===== config.mk =====
export PLATFORM = sky130hd
export DESIGN_NAME = alarm_irq_top
export DESIGN_NICKNAME = d
export VERILOG_FILES = /design/src/rtl/alarm_irq_pkg.sv /design/src/rtl/alarm_regbank.sv /design/src/rtl/alarm_match.sv /design/src/rtl/alarm_flag_fsm.sv /design/src/rtl/alarm_irq_top.sv
export SDC_FILE = /design/constraint.sdc
export NUM_CORES = 1
export LEC_CHECK = 0
export BUFFER_PORTS_ARGS = -buffer_cell sky130_fd_sc_hd__buf_2
export CAP_MARGIN = 20
export CORE_ASPECT_RATIO = 1.1
export CORE_UTILIZATION = 45
export DETAILED_ROUTE_END_ITERATION = 10
export PLACE_DENSITY = 0.74
export SLEW_MARGIN = 30
export SYNTH_ARGS = -nofsm -noshare
export SYNTH_HDL_FRONTEND = slang
export SYNTH_HIERARCHICAL = 1
export SYNTH_SLANG_ARGS = --single-unit

===== constraint.sdc =====
create_clock -name clk -period 1.41 [get_ports clk]
set_clock_uncertainty 0.1 [all_clocks]
set_input_delay 0.141 -clock clk [delete_from_list [all_inputs] [get_ports clk]]
set_output_delay 0.141 -clock clk [all_outputs]
set_load 0.02 [all_outputs]

===== src/rtl/alarm_irq_pkg.sv =====
package alarm_irq_pkg;
    localparam int NUM_FIELDS = 4;
    localparam int SEL_W      = $clog2(NUM_FIELDS);

    typedef enum logic [SEL_W-1:0] {
        FLD_MINUTE = 2'd0,
        FLD_HOUR   = 2'd1,
        FLD_DAY    = 2'd2,
        FLD_WDAY   = 2'd3
    } field_sel_t;

    typedef enum logic {
        ST_CLEAR   = 1'b0,
        ST_FLAGGED = 1'b1
    } flag_state_t;
endpackage


===== src/rtl/alarm_regbank.sv =====
module alarm_regbank #(
    parameter int N     = 4,
    parameter int W     = 7,
    parameter int SEL_W = 2
) (
    input  logic                clk,
    input  logic                rst_n,
    input  logic                wr_en,
    input  logic [SEL_W-1:0]    wr_sel,
    input  logic [W:0]          wr_data,
    output logic [N-1:0]        excl,
    output logic [N-1:0][W-1:0] target
);
    localparam logic [W:0] RST_VAL = {1'b1, {W{1'b0}}};

    for (genvar g = 0; g < N; g++) begin : g_reg
        logic [W:0] reg_q;
        always_ff @(posedge clk or negedge rst_n) begin
            if (!rst_n) begin
                reg_q <= RST_VAL;
            end else if (wr_en && (wr_sel == SEL_W'(g))) begin
                reg_q <= wr_data;
            end
        end
        assign excl[g]   = reg_q[W];
        assign target[g] = reg_q[W-1:0];
    end
endmodule


===== src/rtl/alarm_match.sv =====
module alarm_match #(
    parameter int N = 4,
    parameter int W = 7
) (
    input  logic [N-1:0][W-1:0] cur,
    input  logic [N-1:0][W-1:0] target,
    input  logic [N-1:0]        excl,
    output logic                hit
);
    logic [N-1:0] field_ok;

    for (genvar g = 0; g < N; g++) begin : g_cmp
        assign field_ok[g] = excl[g] || (cur[g] == target[g]);
    end

    // A hit needs every field to agree and at least one field included.
    assign hit = (&field_ok) && !(&excl);
endmodule


===== src/rtl/alarm_flag_fsm.sv =====
module alarm_flag_fsm
    import alarm_irq_pkg::*;
(
    input  logic clk,
    input  logic rst_n,
    input  logic set_evt,
    input  logic clr_req,
    output logic flag
);
    flag_state_t state_q, state_d;

    always_ff @(posedge clk or negedge rst_n) begin
        if (!rst_n) state_q <= ST_CLEAR;
        else        state_q <= state_d;
    end

    always_comb begin
        state_d = state_q;
        unique case (state_q)
            ST_CLEAR: begin
                if (set_evt) state_d = ST_FLAGGED;
            end
            ST_FLAGGED: begin
                // A match in the same cycle takes priority over a clear.
                if (clr_req && !set_evt) state_d = ST_CLEAR;
            end
            default: state_d = ST_CLEAR;
        endcase
    end

    always_comb begin
        flag = (state_q == ST_FLAGGED);
    end
endmodule


===== src/rtl/alarm_irq_top.sv =====
module alarm_irq_top
    import alarm_irq_pkg::*;
#(
    parameter int FIELD_W = 7
) (
    input  logic               clk,
    input  logic               rst_n,
    input  logic               minute_tick,
    input  logic [FIELD_W-1:0] cur_minute,
    input  logic [FIELD_W-1:0] cur_hour,
    input  logic [FIELD_W-1:0] cur_day,
    input  logic [FIELD_W-1:0] cur_wday,
    input  logic               cfg_we,
    input  logic [SEL_W-1:0]   cfg_sel,
    input  logic [FIELD_W:0]   cfg_data,
    input  logic               alarm_ie,
    input  logic               flag_wr,
    input  logic               flag_wr_val,
    input  logic               timer_req,
    output logic               alarm_flag,
    output logic               irq_n
);
    logic [NUM_FIELDS-1:0][FIELD_W-1:0] cur_vec;
    logic [NUM_FIELDS-1:0][FIELD_W-1:0] tgt_vec;
    logic [NUM_FIELDS-1:0]              excl_vec;
    logic                               hit;

    assign cur_vec[FLD_MINUTE] = cur_minute;
    assign cur_vec[FLD_HOUR]   = cur_hour;
    assign cur_vec[FLD_DAY]    = cur_day;
    assign cur_vec[FLD_WDAY]   = cur_wday;

    alarm_regbank #(.N(NUM_FIELDS), .W(FIELD_W), .SEL_W(SEL_W)) regbank_i (
        .clk     (clk),
        .rst_n   (rst_n),
        .wr_en   (cfg_we),
        .wr_sel  (cfg_sel),
        .wr_data (cfg_data),
        .excl    (excl_vec),
        .target  (tgt_vec)
    );

    alarm_match #(.N(NUM_FIELDS), .W(FIELD_W)) match_i (
        .cur    (cur_vec),
        .target (tgt_vec),
        .excl   (excl_vec),
        .hit    (hit)
    );

    alarm_flag_fsm flag_i (
        .clk     (clk),
        .rst_n   (rst_n),
        .set_evt (minute_tick && hit),
        .clr_req (flag_wr && !flag_wr_val),
        .flag    (alarm_flag)
    );

    assign irq_n = !((alarm_flag && alarm_ie) || timer_req);
endmodule


==> impl_metrics.env <==
export IMPL_post_route_min_period_ps=1730
export IMPL_report_final_slew_viol_count=0
export IMPL_dpl_cell_count=212
export IMPL_startpoint_type="flip-flop"
export IMPL_failed_checks="setup timing"
export IMPL_gr_total_overflow=0
export IMPL_synth_top_area_share_pct=45.2
export IMPL_status="complete, but fails checks"
export IMPL_p_comb_share_pct=24.4
export IMPL_peakVddDrop_mv=0.838
export IMPL_clock_path_buffers=2
export IMPL_die_area_um2=3810
export IMPL_drtIter0Drc=12
export IMPL_seqPwrFrac_pct=54.7
export IMPL_grt_max_degree=34
export IMPL_end_kind="flip-flop"
export IMPL_wl_mm=3.21
export IMPL_cts_tree="yes"
export IMPL_synthDistinctLibCells=17
export IMPL_die_y_um=64.6
export IMPL_ys_ff_latch=33
export IMPL_yosys_area_top_type="dfrtp_1"
export IMPL_synthArstFlopShare_pct=100
export IMPL_clkPwrFrac_pct=21.0
export IMPL_final_cells=223
export IMPL_avgSynthCellArea_um2=14.2
export IMPL_vias_per_cell=4.96
export IMPL_crit_arrival_ps=1900
export IMPL_dp_slack_ps=-348
export IMPL_syn_area_um2=1600
export IMPL_timing_max_cap_violations=0
export IMPL_post_cts_buffers=0
export IMPL_core_um2=3360
export IMPL_clock_latency_ps=330
export IMPL_place_congestion=0.803
export IMPL_grt_pass1_wl_mm=5.35
export IMPL_slew_headroom_pct=73.3
export IMPL_htree_levels=2
export IMPL_setup_ws_ps=-316
export IMPL_crit_cells=6
export IMPL_critPathKind="flip-flop to flip-flop"
export IMPL_path_max_fanout=2
export IMPL_max_freq_mhz=580
export IMPL_die_width_um=58.9
export IMPL_ys_top_cells_by_count="32 x mux2_2, 29 x dfrtp_1, 19 x xor2_1"
export IMPL_portBuffers=47
export IMPL_crit_chain="xor2_1, nor4_2, a41oi_1, nor4_1, and2_1, a21o_1"
export IMPL_cts_sinks=33
export IMPL_dp_hpwl_mm=2.53
export IMPL_firstDrtPassIters=3
export IMPL_start_util_pct=47.8
export IMPL_synth_edff_count=0
export IMPL_setup_viol=1
export IMPL_ant_nets=0
export IMPL_synthFlopType="dfrtp_1"
export IMPL_path_buf_inv=0
export IMPL_finalSetupTns_ps=-316
export IMPL_row_count=22
export IMPL_power_density_nw_per_um2=1130
export IMPL_wire_per_inst_um=14.4
export IMPL_slowest_stage="dfrtp_1"
export IMPL_final_nets=220
export IMPL_ys_seq_area_share_pct=51.8
export IMPL_hp_class="input pin to flip-flop"
export IMPL_total_leakage_power_nw=0.929
export IMPL_clkTransAtPathRegs_ps=90
export IMPL_place_area_um2=1940
export IMPL_drc=0
export IMPL_vias=1106
export IMPL_diodes=0
export IMPL_grt_pass1_vias=1177
export IMPL_design_area_um2=2030
export IMPL_cts_root_buf="clkbuf_4"
export IMPL_hold_violations=0
export IMPL_numCtsBuffers=5
export IMPL_p_int_mw=1.67
export IMPL_synth_area_leaders="dfrtp_1 45%, mux2_2 22%, xor2_1 10%"
export IMPL_critPathRequiredTime_ps=1580
export IMPL_p_sw_share_pct=27.4
export IMPL_netlist_instances=113
export IMPL_synth_warnings=6
export IMPL_critPathMaxStageDelay_ps=400
export IMPL_crit_family="simple AND/OR/NAND/NOR gates"
export IMPL_reg2reg_depth=6
export IMPL_fin_crit_sh_pct=122
export IMPL_layout_drive_gt1_share_pct=57.1
export IMPL_whs_path_depth=3
export IMPL_syn_nets=159
export IMPL_yosysMostFrequentCell="mux2_2"
export IMPL_antenna_found_initial=0
export IMPL_grtUsageTotal_pct=19.5
export IMPL_rsz0062_at_grt="true"
export IMPL_synthToLayoutAreaGrowth_pct=26.8
export IMPL_p_sw_uw=633
export IMPL_ios=48
export IMPL_worstMarginPinSlew_ps=400
## per-layer routing
layer | global-route usage (%) | vias to the layer above | wire length (um)
met5 | 0 | - | 0
met4 | 4.46 | 0 | 30
met3 | 6.39 | 4 | 184
met2 | 33.5 | 38 | 1610
met1 | 23.5 | 533 | 1380
li1 | - | 531 | -
## registers in the layout, indices dropped and copies added (netlist names)
register           flops
flag_i/flag            1
regbank_i/g.reg_q     32
## worst register-to-register path: stages, from the launching register on
cell,delay (ps)
dfrtp_1,400
xor2_1,160
nor4_2,300
a41oi_1,160
nor4_1,320
and2_1,170
a21o_1,80
## repair_timing
action	CTS	global route
hold buffers	1	2
endpoints found under the hold margin	29	2
endpoints found under the setup margin	1	1
pin swaps	0	6
resized for setup	1	1
## path summary, 6_finish.rpt
check | start | end | slack, ps
setup / recovery | regbank_i/g_reg[3].reg_q[0] | flag_i/flag | -320
hold / removal | minute_tick | flag_i/flag | 10
setup reg to reg | regbank_i/g_reg[3].reg_q[0] | flag_i/flag | -320
hold reg to reg | regbank_i/g_reg[2].reg_q[0] | regbank_i/g_reg[2].reg_q[0] | 430
max in group asynchronous | rst_n | regbank_i/g_reg[0].reg_q[7] | 630
min in group asynchronous | rst_n | regbank_i/g_reg[2].reg_q[1] | 260
## power groups by stage
stage	logic, mW	registers (mW)	clock network (mW)
floorplan	0.348	1.26	0
global route	0.613	1.29	0.539
finish	0.562	1.26	0.483
CTS	0.558	1.26	0.492
detailed placement	0.544	1.28	0
global placement	0.526	1.27	0
## per-stage QoR
step                power (mW)  hold WS [ps]  utilization (%)
finish                    2.31          14.8             60.5
CTS                       2.32        0.0305             59.8
floorplan                 1.61          -255                -
detailed placement        1.83          86.0             57.8
global route              2.44          7.13             60.5
global placement          1.80          83.9             57.8
## area by class of cell
type	instances	area, um2
multi-input cells	79	782
well taps	48	60.1
clock buffers	8	48.8
flip-flops and latches	33	831
repair buffers	54	308
inverters	1	3.75
fillers	306	1330
## cell usage in the layout, fill, tap and decap left out, drive strengths merged
cell type    synthesis  routed
nand3                2       2
nor4                 6       6
nor3b                1       1
nor2b                1       1
mux2                32      32
a22oi                1       1
dlygate4sd3          0       3
and2                 1       1
xor2                19      19
a21o                 1       1
xnor2                9       9
nand3b               2       2
buf                  0      51
a21oi                1       1
dfstp                4       4
dfrtp               29      29
clkbuf               0       8
inv                  1       1
a41oi                3       3
## cells by family (layout without fill, tap and decap cells)
| logic type | count (synthesis) | after routing | share of synthesized area [%] |
|---|---|---|---|
| xor+xnor | 28 | 28 | 15.3 |
| simple gates | 13 | 13 | 7.10 |
| buf+inv | 1 | 63 | 0.234 |
| mux | 32 | 32 | 22.5 |
| flops | 33 | 33 | 51.8 |
| compound gates | 6 | 6 | 3.12 |
Note: power is estimated with default switching activity, not from simulation.
